$ cat src/rtl/simd_mm_pkg.sv
package simd_mm_pkg;

    localparam int unsigned SLICE_W = 8;

    typedef enum logic [1:0] {
        SZ_B8  = 2'b00,
        SZ_B16 = 2'b01,
        SZ_B32 = 2'b10,
        SZ_BAD = 2'b11
    } lane_size_e;

    // greater-than / equal pair for a slice or a merged lane
    typedef struct packed {
        logic gt;
        logic eq;
    } cmp_t;

    // true when slice idx holds the most significant byte of its lane
    function automatic logic slice_is_lane_top(lane_size_e sz, int unsigned idx);
        case (sz)
            SZ_B8:   return 1'b1;
            SZ_B16:  return (idx % 2) == 1;
            SZ_B32:  return (idx % 4) == 3;
            default: return 1'b0;
        endcase
    endfunction

    // join a more significant part with a less significant part
    function automatic cmp_t cmp_join(cmp_t hi, cmp_t lo);
        cmp_t r;
        r.gt = hi.gt | (hi.eq & lo.gt);
        r.eq = hi.eq & lo.eq;
        return r;
    endfunction

endpackage

$ cat src/rtl/simd_mm_slice_cmp.sv
module simd_mm_slice_cmp
    import simd_mm_pkg::*;
#(
    parameter int unsigned NSLICE = 16
) (
    input  logic [NSLICE*SLICE_W-1:0] a,
    input  logic [NSLICE*SLICE_W-1:0] b,
    input  lane_size_e                size,
    input  logic                      is_unsigned,
    output cmp_t [NSLICE-1:0]         slice_cmp
);
    for (genvar i = 0; i < NSLICE; i++) begin : g_slice
        logic [SLICE_W-1:0] sa, sb;
        logic               signed_top;
        assign sa         = a[i*SLICE_W +: SLICE_W];
        assign sb         = b[i*SLICE_W +: SLICE_W];
        assign signed_top = !is_unsigned && slice_is_lane_top(size, i);
        always_comb begin
            slice_cmp[i].eq = (sa == sb);
            if (signed_top)
                slice_cmp[i].gt = ($signed(sa) > $signed(sb));
            else
                slice_cmp[i].gt = (sa > sb);
        end
    end
endmodule

$ cat src/rtl/simd_mm_lane_merge.sv
module simd_mm_lane_merge
    import simd_mm_pkg::*;
#(
    parameter int unsigned NSLICE = 16
) (
    input  cmp_t [NSLICE-1:0] slice_cmp,
    input  lane_size_e        size,
    output cmp_t [NSLICE-1:0] lane_cmp
);
    localparam int unsigned N16 = NSLICE / 2;
    localparam int unsigned N32 = NSLICE / 4;

    cmp_t [N16-1:0] c16;
    cmp_t [N32-1:0] c32;

    for (genvar j = 0; j < N16; j++) begin : g_half
        assign c16[j] = cmp_join(slice_cmp[2*j+1], slice_cmp[2*j]);
    end
    for (genvar k = 0; k < N32; k++) begin : g_word
        assign c32[k] = cmp_join(c16[2*k+1], c16[2*k]);
    end

    // broadcast the lane decision back to every slice of the lane
    for (genvar i = 0; i < NSLICE; i++) begin : g_bcast
        always_comb begin
            case (size)
                SZ_B8:   lane_cmp[i] = slice_cmp[i];
                SZ_B16:  lane_cmp[i] = c16[i/2];
                SZ_B32:  lane_cmp[i] = c32[i/4];
                default: lane_cmp[i] = '0;
            endcase
        end
    end
endmodule

$ cat src/rtl/simd_mm_select.sv
module simd_mm_select
    import simd_mm_pkg::*;
#(
    parameter int unsigned NSLICE = 16
) (
    input  logic [NSLICE*SLICE_W-1:0] a,
    input  logic [NSLICE*SLICE_W-1:0] b,
    input  cmp_t [NSLICE-1:0]         lane_cmp,
    input  logic                      take_min,
    input  logic                      quad,
    input  lane_size_e                size,
    output logic [NSLICE*SLICE_W-1:0] result
);
    localparam int unsigned LOW_SLICES = NSLICE / 2;

    for (genvar i = 0; i < NSLICE; i++) begin : g_mux
        logic pick_a, live;
        assign pick_a = take_min ? (!lane_cmp[i].gt && !lane_cmp[i].eq) : lane_cmp[i].gt;
        if (i < LOW_SLICES) begin : g_low
            assign live = (size != SZ_BAD);
        end else begin : g_high
            assign live = (size != SZ_BAD) && quad;
        end
        always_comb begin
            if (!live)
                result[i*SLICE_W +: SLICE_W] = '0;
            else if (pick_a)
                result[i*SLICE_W +: SLICE_W] = a[i*SLICE_W +: SLICE_W];
            else
                result[i*SLICE_W +: SLICE_W] = b[i*SLICE_W +: SLICE_W];
        end
    end
endmodule

$ cat src/rtl/simd_minmax_unit.sv
module simd_minmax_unit
    import simd_mm_pkg::*;
#(
    parameter int unsigned VEC_W = 128
) (
    input  logic             clk,
    input  logic             rst,
    input  logic             in_valid,
    input  logic [VEC_W-1:0] in_a,
    input  logic [VEC_W-1:0] in_b,
    input  logic             in_op,
    input  logic [1:0]       in_size,
    input  logic             in_u,
    input  logic             in_q,
    output logic             out_valid,
    output logic [VEC_W-1:0] out_result,
    output logic             out_undef
);
    localparam int unsigned NSLICE = VEC_W / SLICE_W;
    localparam int unsigned HALF_W = VEC_W / 2;

    lane_size_e          size_e;
    cmp_t [NSLICE-1:0]   slice_cmp;
    cmp_t [NSLICE-1:0]   lane_cmp;
    logic [VEC_W-1:0]    comb_result;

    assign size_e = lane_size_e'(in_size);

    simd_mm_slice_cmp #(.NSLICE(NSLICE)) u_cmp (
        .a           (in_a),
        .b           (in_b),
        .size        (size_e),
        .is_unsigned (in_u),
        .slice_cmp   (slice_cmp)
    );

    simd_mm_lane_merge #(.NSLICE(NSLICE)) u_merge (
        .slice_cmp (slice_cmp),
        .size      (size_e),
        .lane_cmp  (lane_cmp)
    );

    simd_mm_select #(.NSLICE(NSLICE)) u_sel (
        .a        (in_a),
        .b        (in_b),
        .lane_cmp (lane_cmp),
        .take_min (in_op),
        .quad     (in_q),
        .size     (size_e),
        .result   (comb_result)
    );

    always_ff @(posedge clk) begin
        if (rst) begin
            out_valid  <= 1'b0;
            out_result <= '0;
            out_undef  <= 1'b0;
        end else begin
            out_valid <= in_valid;
            if (in_valid) begin
                out_result <= comb_result;
                out_undef  <= (size_e == SZ_BAD);
            end
        end
    end

    // latency of one clock for the strobe
    assert_valid_follows_R9: assert property (@(posedge clk) disable iff (rst)
        in_valid |=> out_valid);
    assert_valid_drops_R9: assert property (@(posedge clk) disable iff (rst)
        !in_valid |=> !out_valid);

    // reserved size code
    assert_undef_flag_R7: assert property (@(posedge clk) disable iff (rst)
        (in_valid && in_size == 2'b11) |=> (out_undef && out_result == '0));

    // short vector keeps the upper half clear
    assert_upper_zero_R8: assert property (@(posedge clk) disable iff (rst)
        (in_valid && !in_q) |=> (out_result[VEC_W-1:HALF_W] == '0));

    // identical operands come back unchanged for max and min alike
    assert_equal_passthru_R10: assert property (@(posedge clk) disable iff (rst)
        (in_valid && in_q && in_size != 2'b11 && in_a == in_b) |=> (out_result == $past(in_a)));

endmodule

$ cat config.mk
export PLATFORM = sky130hd
export DESIGN_NAME = simd_minmax_unit
export DESIGN_NICKNAME = d
export VERILOG_FILES = /design/src/rtl/simd_mm_pkg.sv /design/src/rtl/simd_mm_slice_cmp.sv /design/src/rtl/simd_mm_lane_merge.sv /design/src/rtl/simd_mm_select.sv /design/src/rtl/simd_minmax_unit.sv
export SDC_FILE = /design/constraint.sdc
export NUM_CORES = 1
export LEC_CHECK = 0
export BUFFER_PORTS_ARGS = -buffer_cell sky130_fd_sc_hd__buf_2
export CORE_AREA = 2 2 153 155
export DETAILED_ROUTE_END_ITERATION = 12
export DIE_AREA = 0 0 155 157
export GPL_ROUTABILITY_DRIVEN = 0
export PLACE_DENSITY = 0.88
export SYNTH_ARGS = -nofsm -noshare
export SYNTH_HDL_FRONTEND = slang
export SYNTH_SLANG_ARGS = --single-unit
$ cat constraint.sdc
create_clock -name clk -period 2.84 [get_ports clk]
set_clock_uncertainty 0.1 [all_clocks]
set_input_delay 0 -clock clk [delete_from_list [all_inputs] [get_ports clk]]
set_output_delay 0 -clock clk [all_outputs]
set_load 0.02 [all_outputs]
After elaboration in Yosys (flattened, before gate mapping) --
Cells that the tools add are included.
Storage, ports and cells: bits in registers 130, input bits 264, output and inout port bits 130, logic and storage cells 230
Cells by class: order comparisons 32, equality and inequality tests 20, multiplexer cells 83, bitwise gates (word level) 36, reduce and logical (&&, ||, !) cells 56
Operators with widths (number):
- 8-bit greater-than comparator | 32
- 8-bit 2-to-1 mux | 32
- 8-bit equality test | 16
- 2-bit one-hot mux with 3 select lines | 16
- 1-bit 2-to-1 mux | 35
- 1-bit zero test | 33
- 1-bit bitwise AND | 24
- 1-bit logical AND | 20
- 1-bit bitwise OR | 12
- 2-bit equality test, second input constant | 2
- 3-bit OR reduction | 1
- 2-bit by 1-bit equality test with 1-bit output, second input constant | 1
- 2-bit zero test | 1
- 2-bit inequality test, second input constant | 1
- 2-bit OR reduction | 1

Logic depth before layout (Yosys ltp) --
Gate-level depths: netlist (run 1).
depth in word-level cells 14, gate-level depth with buffers 14, gate-level depth less buffers 12

By module --
Synthesis (run 1) repeated with hierarchy kept, for this count alone.
Second synthesis, totals: cell total of the unflattened synthesis 1550, area, all modules 12100.4 um^2
By module, submodules not included:
- simd_minmax_unit | times used 1, cells each 419, area an instance 4628.2 um^2, sequential area each 2602.5 um^2
- simd_mm_slice_cmp | times used 1, cells each 485, area an instance 3462.1 um^2, sequential area each 0.0 um^2
- simd_mm_select | times used 1, cells each 502, area an instance 3163.0 um^2, sequential area each 0.0 um^2
- simd_mm_lane_merge | times used 1, cells each 144, area an instance 847.1 um^2, sequential area each 0.0 um^2

Least setup slack after synthesis (run 1) --
Ideal clock, no wire load.
path kind input port to flip-flop, start point input port in_b[125], end point register out_result[101], setup time 0.127 ns, arrival 2.552 ns, data required time 2.613 ns, setup slack 0.061 ns, cell stages on the path 14, buffers on the path 2, path through inv_1 ha_1 a21o_1 a21o_1 a211oi_1 a21o_1 o21ai_0 a32o_1 nor4b_4 or2_0 buf_2 buf_6 nor4_1 or3_1
On the way: cells in the longest elaborated chain, start to end 10, elaborated cells on any way between the ends 17, those cells by class order compare: 2; eq/ne: 1; mux: 5; bitwise: 6; reduce/logical: 3
Ends and longest elaborated chain:
- from (decl) | RTL line simd_minmax_unit.sv:10 | input logic [VEC_W-1:0] in_b,
- 8-bit greater-than comparator, or another cell as far along | RTL line simd_mm_slice_cmp.sv:23 | slice_cmp[i].gt = (sa > sb);
- 1-bit 2-to-1 mux, or another cell as far along | RTL line simd_mm_slice_cmp.sv:20 | if (signed_top)
- 1-bit bitwise OR or 1-bit bitwise AND (tied branches) | RTL line simd_mm_pkg.sv:31 | r.gt = hi.gt | (hi.eq & lo.gt);
- 1-bit bitwise OR | RTL line simd_mm_pkg.sv:31
- 2-bit one-hot mux with 3 select lines (*) | RTL line simd_mm_lane_merge.sv:26 | case (size)
- 1-bit zero test | RTL line simd_mm_select.sv:18 | assign pick_a = take_min ? (!lane_cmp[i].gt && !lane_cmp[i].eq) : lane_cmp[i].gt;
- 1-bit logical AND | RTL line simd_mm_select.sv:18
- 1-bit 2-to-1 mux (*) | RTL line simd_mm_select.sv:18
- 8-bit 2-to-1 mux (*) | RTL line simd_mm_select.sv:27 | else if (pick_a)
- 8-bit 2-to-1 mux (*) | RTL line simd_mm_select.sv:25 | if (!live)
- to (signal assigned) | RTL line simd_minmax_unit.sv:61 | out_result <= comb_result;
- to (decl) | RTL line simd_minmax_unit.sv:16 | output logic [VEC_W-1:0] out_result,
Every way passes the cells marked *; elsewhere a longest branch is shown, timed or not. A chain may end at the register's enable or synchronous reset.

Worst setup path after layout (run 1) --
start point input port in_a[19], end point register out_result[26]
On the way: cells in the longest elaborated chain, start to end 11, elaborated cells on any way between the ends 17, those cells by class order compare: 2; eq/ne: 1; mux: 5; bitwise: 6; reduce/logical: 3
Ends and longest elaborated chain:
- from (decl) | RTL line simd_minmax_unit.sv:9 | input logic [VEC_W-1:0] in_a,
- 8-bit greater-than comparator (on tied branches) | RTL line simd_mm_slice_cmp.sv:23, simd_mm_slice_cmp.sv:21
- 1-bit 2-to-1 mux | RTL line simd_mm_slice_cmp.sv:20
- 1-bit bitwise AND | RTL line simd_mm_pkg.sv:31
- 1-bit bitwise OR (2 in series) | RTL line simd_mm_pkg.sv:31
- 2-bit one-hot mux with 3 select lines (*) | RTL line simd_mm_lane_merge.sv:26
- 1-bit zero test | RTL line simd_mm_select.sv:18
- 1-bit logical AND | RTL line simd_mm_select.sv:18
- 1-bit 2-to-1 mux (*) | RTL line simd_mm_select.sv:18
- 8-bit 2-to-1 mux (*) | RTL line simd_mm_select.sv:27
- 8-bit 2-to-1 mux (*) | RTL line simd_mm_select.sv:25
Marked as above.

==> flow_summary.toml, run 1 <==
[status]
status = "finished with violations"
violations = "negative hold slack, negative setup slack"

[synth]
synth-seq-area-share_pct = 26.0
synth-seq-cells = 130
synth_edf_count = 0
ys_warn_count = 0
synth_fp_nets = 1637
syn_area_um2 = 10000
synth_top_area_cell = "dfxtp_1"
syn_area_per_cell_um2 = 8.04
synth_cell_type_count = 81
yosysMostFrequentCell = "nand2_1"
synth_top_cell_area_share_pct = 26.0
ys_top_cells_by_area = "dfxtp_1 (26%), ha_1 (16%), mux2i_1 (8.4%)"
synth_cells = 1245
synthFlopType = "dfxtp_1"
synthArstFlopShare_pct = 0
yosys-top-cells-count = "nand2_1 (148), inv_1 (142), dfxtp_1 (130)"

[placement]
numPortBuffers = 393
dp_cells = 1949
hpwl_um = 28800
placed_area_um2 = 12900

[cts]
clk_pin_slew_ps = 70
htreeDepth = 4
clk_latency_ps = 410
cts_tree = "built"
cts_sinks = 130
cts_buffers = 17
cts_max_path_buffers = 2
clock-root-buffer = "clkbuf_16"

[hold_path]
min_path_type = "input port to register"
hold_start = "in_b[61]"

[pwr]
p_comb_share_pct = 36.7
p_int_uw = 4750
power.total_uw = 7240
clock_power_share_pct = 35.4
seq_power_share_pct = 28.0
powerDensity_nw_per_um2 = 435
switching_share_pct = 34.5
leakage_uw = 0.00830
power.switching_uw = 2500
irDropWorstVdd_uv = 442

[routing]
ant_nets = 0
drtIter0Drc = 1520
wl_um = 51700
vias = 14111
drc = 0
post_drt_wl_per_cell_um = 23.0
drt-pass1-iter-count = 6
viasPerCell = 6.27

[cells_and_area]
register_area_um2 = 2600
nets = 2337
drive_gt1_share_pct = 31.1
fin_cells = 2249
area_delta_synth_final_pct = 66.3
fin_area_um2 = 16600
multi_input_comb_area_um2 = 7080
final_core_util_pct = 74.0
fill_cells = 1376

[timing]
slew_viol_final = 0
finalSetupViolCount = 21
tightestPinTransition_ps = 800
rsz0062_at_grt = "true"
holdWs_ps = -42.0
period_share_pct = 105
relSlewSlack_pct = 46.5
setup_ws_ps = -153
fin_setup_tns_ps = -1070
max_freq_mhz = 334
post-route-min-period_ps = 2990
finalHoldViolCount = 3

[worst_setup_path]
end_kind = "register"
critPathKind = "input port to register"
critPathRequiredTime_ps = 3020
slowest_stage = "dlygate4sd3_1"
reg2reg_slack_ps = 1470
cp-start-kind = "input port"
cp.arrival_ps = 3180
cp_cell_sequence = "dlygate4sd3_1, buf_2, ha_1, a211oi_1, nand4b_1, nand4_1, o211ai_4, mux2i_4, a311o_2, buf_6, nand3_1, o311ai_2"
rr_startpoint = "out_result[121]$_SDFFE_PP0P_"
critPathLaunch = "in_a[19]"
worst_path_largest_cell_delay_ps = 540
worstPathMaxFanout = 4

[floorplan]
die_h_um = 157
floorplan.initialDensity_pct = 44.5
core_um2 = 22500
rows = 55
die_area_um2 = 24300
dieWidth_um = 155
ioPinCount = 394

[global_routing]
grt_overflow = 0
grt_max_degree = 65
grt_use_total_pct = 38.9
antenna_found_initial = 7
grt_pass1_vias = 14404
grt_pass1_wl_um = 74800

[job]
drv_cap = 0
[state kept, by name, indices dropped and copies added, names as in the netlist]
| name | flops |
|---|---|
| out_undef | 1 |
| out_result | 128 |
| out_valid | 1 |
[worst max-delay path, delay by kind of cell]
| kind | cells | cell delay (ps) |
|---|---|---|
| buffers and inverters | 3 | 820 |
| AND/OR/NAND/NOR | 3 | 710 |
| multiplexers | 1 | 220 |
| adder cells (fa/ha/maj) | 1 | 200 |
| AO/OA/AOI/OAI | 4 | 1210 |
[path summary, 6_finish.rpt]
check,cells after the start,to
setup / recovery,12,out_result[26]$_SDFFE_PP0P_
hold / removal,3,out_result[61]$_SDFFE_PP0P_
setup reg to reg,3,out_result[121]$_SDFFE_PP0P_
hold reg to reg,2,out_result[40]$_SDFFE_PP0P_
[power by group through the flow]
stage / Combinational [uW] / Sequential, uW / Clock, uW
after global routing: 2790 / 2030 / 2620
after CTS: 2260 / 2010 / 2520
after floorplan: 1010 / 2190 / 0
after detailed placement: 1980 / 2050 / 0
final: 2650 / 2020 / 2560
after global placement: 1920 / 2040 / 0
[stage by stage]
| step | setup WS (ps) | hold slack, ps |
|---|---|---|
| 2_1_floorplan | 61.3 | -27.6 |
| 3_3_place_gp | -164 | 114 |
| 3_5_place_dp | -304 | 127 |
| 4_1_cts | 4.00 | 8.58 |
| 5_1_grt | -162 | -45.5 |
| 6_report | -153 | -42.0 |
[final cells by class]
type	count	share of cell area, %
antenna	6	0.0902
clock buffer	19	2.60
clock inverter	13	1.26
inverter	142	3.20
multi-input combinational	920	42.6
sequential	130	15.6
tap	285	2.14
timing repair buffer	734	32.5
[per-layer routing]
metal | GRT usage (%) | wire (um)
met4 | 29.7 | 4530
met1 | 41.2 | 17600
met5 | 0 | 30
met2 | 66.6 | 24400
met3 | 10.3 | 5180
[cell usage in the layout (no fill, tap or decap), types with 10 or more instances in the layout]
cell,n
o211ai_1,11
buf_12,12
dfxtp_1,130
nor2b_1,20
buf_2,378
a21oi_1,39
o21ai_0,64
mux2i_1,78
or3_1,12
o21ai_1,38
nand2_1,145
buf_4,82
nor2_1,39
a21o_1,18
nand4_1,29
a31oi_1,12
dlygate4sd3_1,242
nor3_1,18
ha_1,121
nand3_1,42
inv_1,139
o311ai_0,21
clkbuf_16,17
dlymetal6s4s_1,15
and3_1,10
[timing repair]
action                     4_1_cts  5_1_grt
resized for setup                0      113
hold endpoints to repair       130        3
setup buffers                    0       17
hold buffers                   253        4
setup endpoints to repair        0      103
[kinds of logic (layout without fill, tap and decap cells)]
| family | after synthesis | count (layout) | synth area share (%) |
|---|---|---|---|
| AND/OR/NAND/NOR | 376 | 376 | 18.6 |
| AO/OA/AOI/OAI | 319 | 321 | 22.2 |
| buffers and inverters | 197 | 908 | 7.68 |
| flip-flops | 130 | 130 | 26.0 |
| adder cells (fa/ha/maj) | 128 | 128 | 16.0 |
| multiplexers | 88 | 88 | 8.85 |
| XOR/XNOR | 7 | 7 | 0.613 |
| other | 0 | 6 | 0 |
(Power assumes the default switching activity.)
==> inputs of run 2 (changes only) <==
PLACE_DENSITY = 0.89   (was 0.88)
SETUP_SLACK_MARGIN = 0.4   (was unset)
==> run 2 against run 1 <==
Against the previous run:
- the run ends with negative setup slack left
- cell area rose by 5.8%
- worst setup slack worse by 7.3 ps
- via count rose by 3.7%
- non-clock buffer count rose by 20
- largest cell class unchanged
- count of clock-buffer cells in the layout grew 2
- clock power decreased by 2%
- die area is the same
- utilization rose by 4.3 points
- sequential share of layout area is 0.86 points lower
==> flow_summary.toml, run 2 (synthesized netlist as in run 1, its figures left out) <==
[pwr]
power.switching_uw = 2660
clock_power_share_pct = 33.7
seq_power_share_pct = 26.9
p_comb_share_pct = 39.3
switching_share_pct = 35.5
leakage_uw = 0.00840
p_int_uw = 4830
irDropWorstVdd_uv = 357
powerDensity_nw_per_um2 = 425

[hold_path]
holdPathStages = 4
hold_start = "in_b[100]"
min_path_type = "input port to register"
worstHoldEndpoint = "out_result[100]$_SDFFE_PP0P_"

[cts]
htreeDepth = 4
cts_buffers = 17
cts_sinks = 130
clk_latency_ps = 420
cts_tree = "built"
clk_pin_slew_ps = 60
cts_max_path_buffers = 2
clock-root-buffer = "clkbuf_16"

[worst_setup_path]
critPathRequiredTime_ps = 3030
cp_cell_sequence = "buf_2, inv_2, ha_4, nor2b_4, o21bai_4, a2111oi_4, o21ai_4, a2111oi_2, nor4_2, a21boi_2, nor3_4, buf_12, mux2i_4, o21ai_1"
reg2reg_to = "out_undef$_SDFFE_PP0P_"
cp-start-kind = "input port"
rr_worst_depth = 3
rr_startpoint = "out_undef$_SDFFE_PP0P_"
worst_path_largest_cell_delay_ps = 560
cpLargestDelayFamily = "compound AO/OA/AOI/OAI gates"
worstPathMaxFanout = 8
reg2reg_slack_ps = 1550
cp.arrival_ps = 3190
end_kind = "register"
path_buf_inv = 3
slowest_stage = "a2111oi_2"
critPathKind = "input port to register"

[status]
violations = "negative setup slack"
status = "finished with violations"

[timing]
slew_viol_final = 0
finalHoldViolCount = 0
post-route-min-period_ps = 3000
fin_setup_tns_ps = -185
tightestPinTransition_ps = 946
period_share_pct = 106
setup_ws_ps = -160
finalSetupViolCount = 3
relSlewSlack_pct = 36.8
max_freq_mhz = 333
rsz0062_at_grt = "true"

[routing]
top_layer_used = "met5"
viasPerCell = 6.44
wl_um = 56900
drtIter0Drc = 1633
post_drt_wl_per_cell_um = 25.1
dr_wl_met3_um = 6300
wl_met1_um = 18200
drt-pass1-iter-count = 10
wl_met2_um = 26400
ant_nets = 0
vias = 14628
drc = 0

[global_routing]
grt_max_degree = 65
grt_overflow = 0
antenna_found_initial = 10
grt_pass1_vias = 14737
grt_pass1_wl_um = 75700
grt_use_total_pct = 39.3

[job]
drv_cap = 0

[cells_and_area]
most-common-layout-cells = "buf_2 (380), dlygate4sd3_1 (257), nand2_1 (139), dfxtp_1 (130), inv_1 (127)"
largest_reg_flops = 128
largest_register = "out_result"
drive_gt1_share_pct = 36.4
top_regs = "out_result: 128 flops, out_undef: 1 flops, out_valid: 1 flops"
fin_area_um2 = 17600
nets = 2357
area_delta_synth_final_pct = 76.0
final_common_cell = "buf_2"

[floorplan]
core_um2 = 22500
floorplan.initialDensity_pct = 44.5
dieWidth_um = 155
die_area_um2 = 24300
die_h_um = 157
ioPinCount = 394
rows = 55

[placement]
hpwl_um = 28700
placed_area_um2 = 12900
numPortBuffers = 393
==> run 2: cell count changes in the layout (fill, tap and decap cells not counted), sizes merged <==
cell | before | now
buf | 477 | 493
dlygate4sd3 | 242 | 257
dlymetal6s4s | 15 | 0
clkbuf | 19 | 25
clkinv | 6 | 2
inv | 142 | 145
a311o | 2 | 1
a32oi | 5 | 6
bufinv | 5 | 4
diode | 6 | 7
o21ba | 2 | 1
o32ai | 2 | 3
==> run 2: layout make-up <==
class | instances | area, um2
multi-input combinational | 920 | 7830
timing repair buffer | 754 | 5610
fill | 1266 | 4880
sequential | 130 | 2600
inverter | 142 | 568
clock buffer | 21 | 460
tap | 285 | 357
clock inverter | 11 | 175
antenna | 7 | 17.5
==> run 2: timing repair <==
item / CTS / global route
endpoints found under the setup margin: 31 / 127
hold endpoints to repair: 130 / 0
pin swaps: 8 / 60
gates cloned: 0 / 7
buffers inserted: 5 / 41
hold buffers: 257 / 0
gates resized for setup: 11 / 214
==> run 2: how the worst max path moves through the flow <==
stage	from	to	slack [ps]	cells past startpoint
4_1_cts	in_a[95]	out_result[66]$_SDFFE_PP0P_	410	11
5_1_grt	in_b[37]	out_result[33]$_SDFFE_PP0P_	-190	15
3_5_place_dp	in_b[37]	out_result[51]$_SDFFE_PP0P_	-150	13
6_report	in_b[33]	out_result[33]$_SDFFE_PP0P_	-160	14
2_1_floorplan	in_b[45]	out_result[40]$_SDFFE_PP0P_	260	12
3_3_place_gp	in_a[65]	out_result[88]$_SDFFE_PP0P_	-20	12
==> run 2: worst register-to-register path: stages (launching register included) <==
cell and delay [ps]:
dfxtp_1 320, mux2i_1 120, nor2_1 60, dlygate4sd3_1 570
==> run 2: layer usage <==
layer	global-route usage, %	vias to the layer above
met5	0	-
met4	32.8	6
met3	11.0	591
met2	67.8	1347
met1	39.6	6709
li1	-	5975
==> run 2: power by group through the flow <==
stage,Sequential (uW),Clock (uW),Combinational [uW]
after detailed placement,2040,0,1970
after floorplan,2190,0,1050
after global placement,2040,0,1900
after global routing,2020,2610,3080
after CTS,2000,2500,2280
final,2020,2520,2950
==> run 2: metrics by stage <==
step	util, %	hold slack, ps	power (uW)	worst slack (ps)	instances
after floorplan	-	-27.6	3240	263	1245
after global placement	57.2	121	3940	-22.9	1921
after detailed placement	57.2	130	4010	-146	1921
after CTS	71.8	17.2	6780	407	2215
after global routing	78.3	41.3	7710	-189	2268
final	78.3	36.2	7490	-160	2270
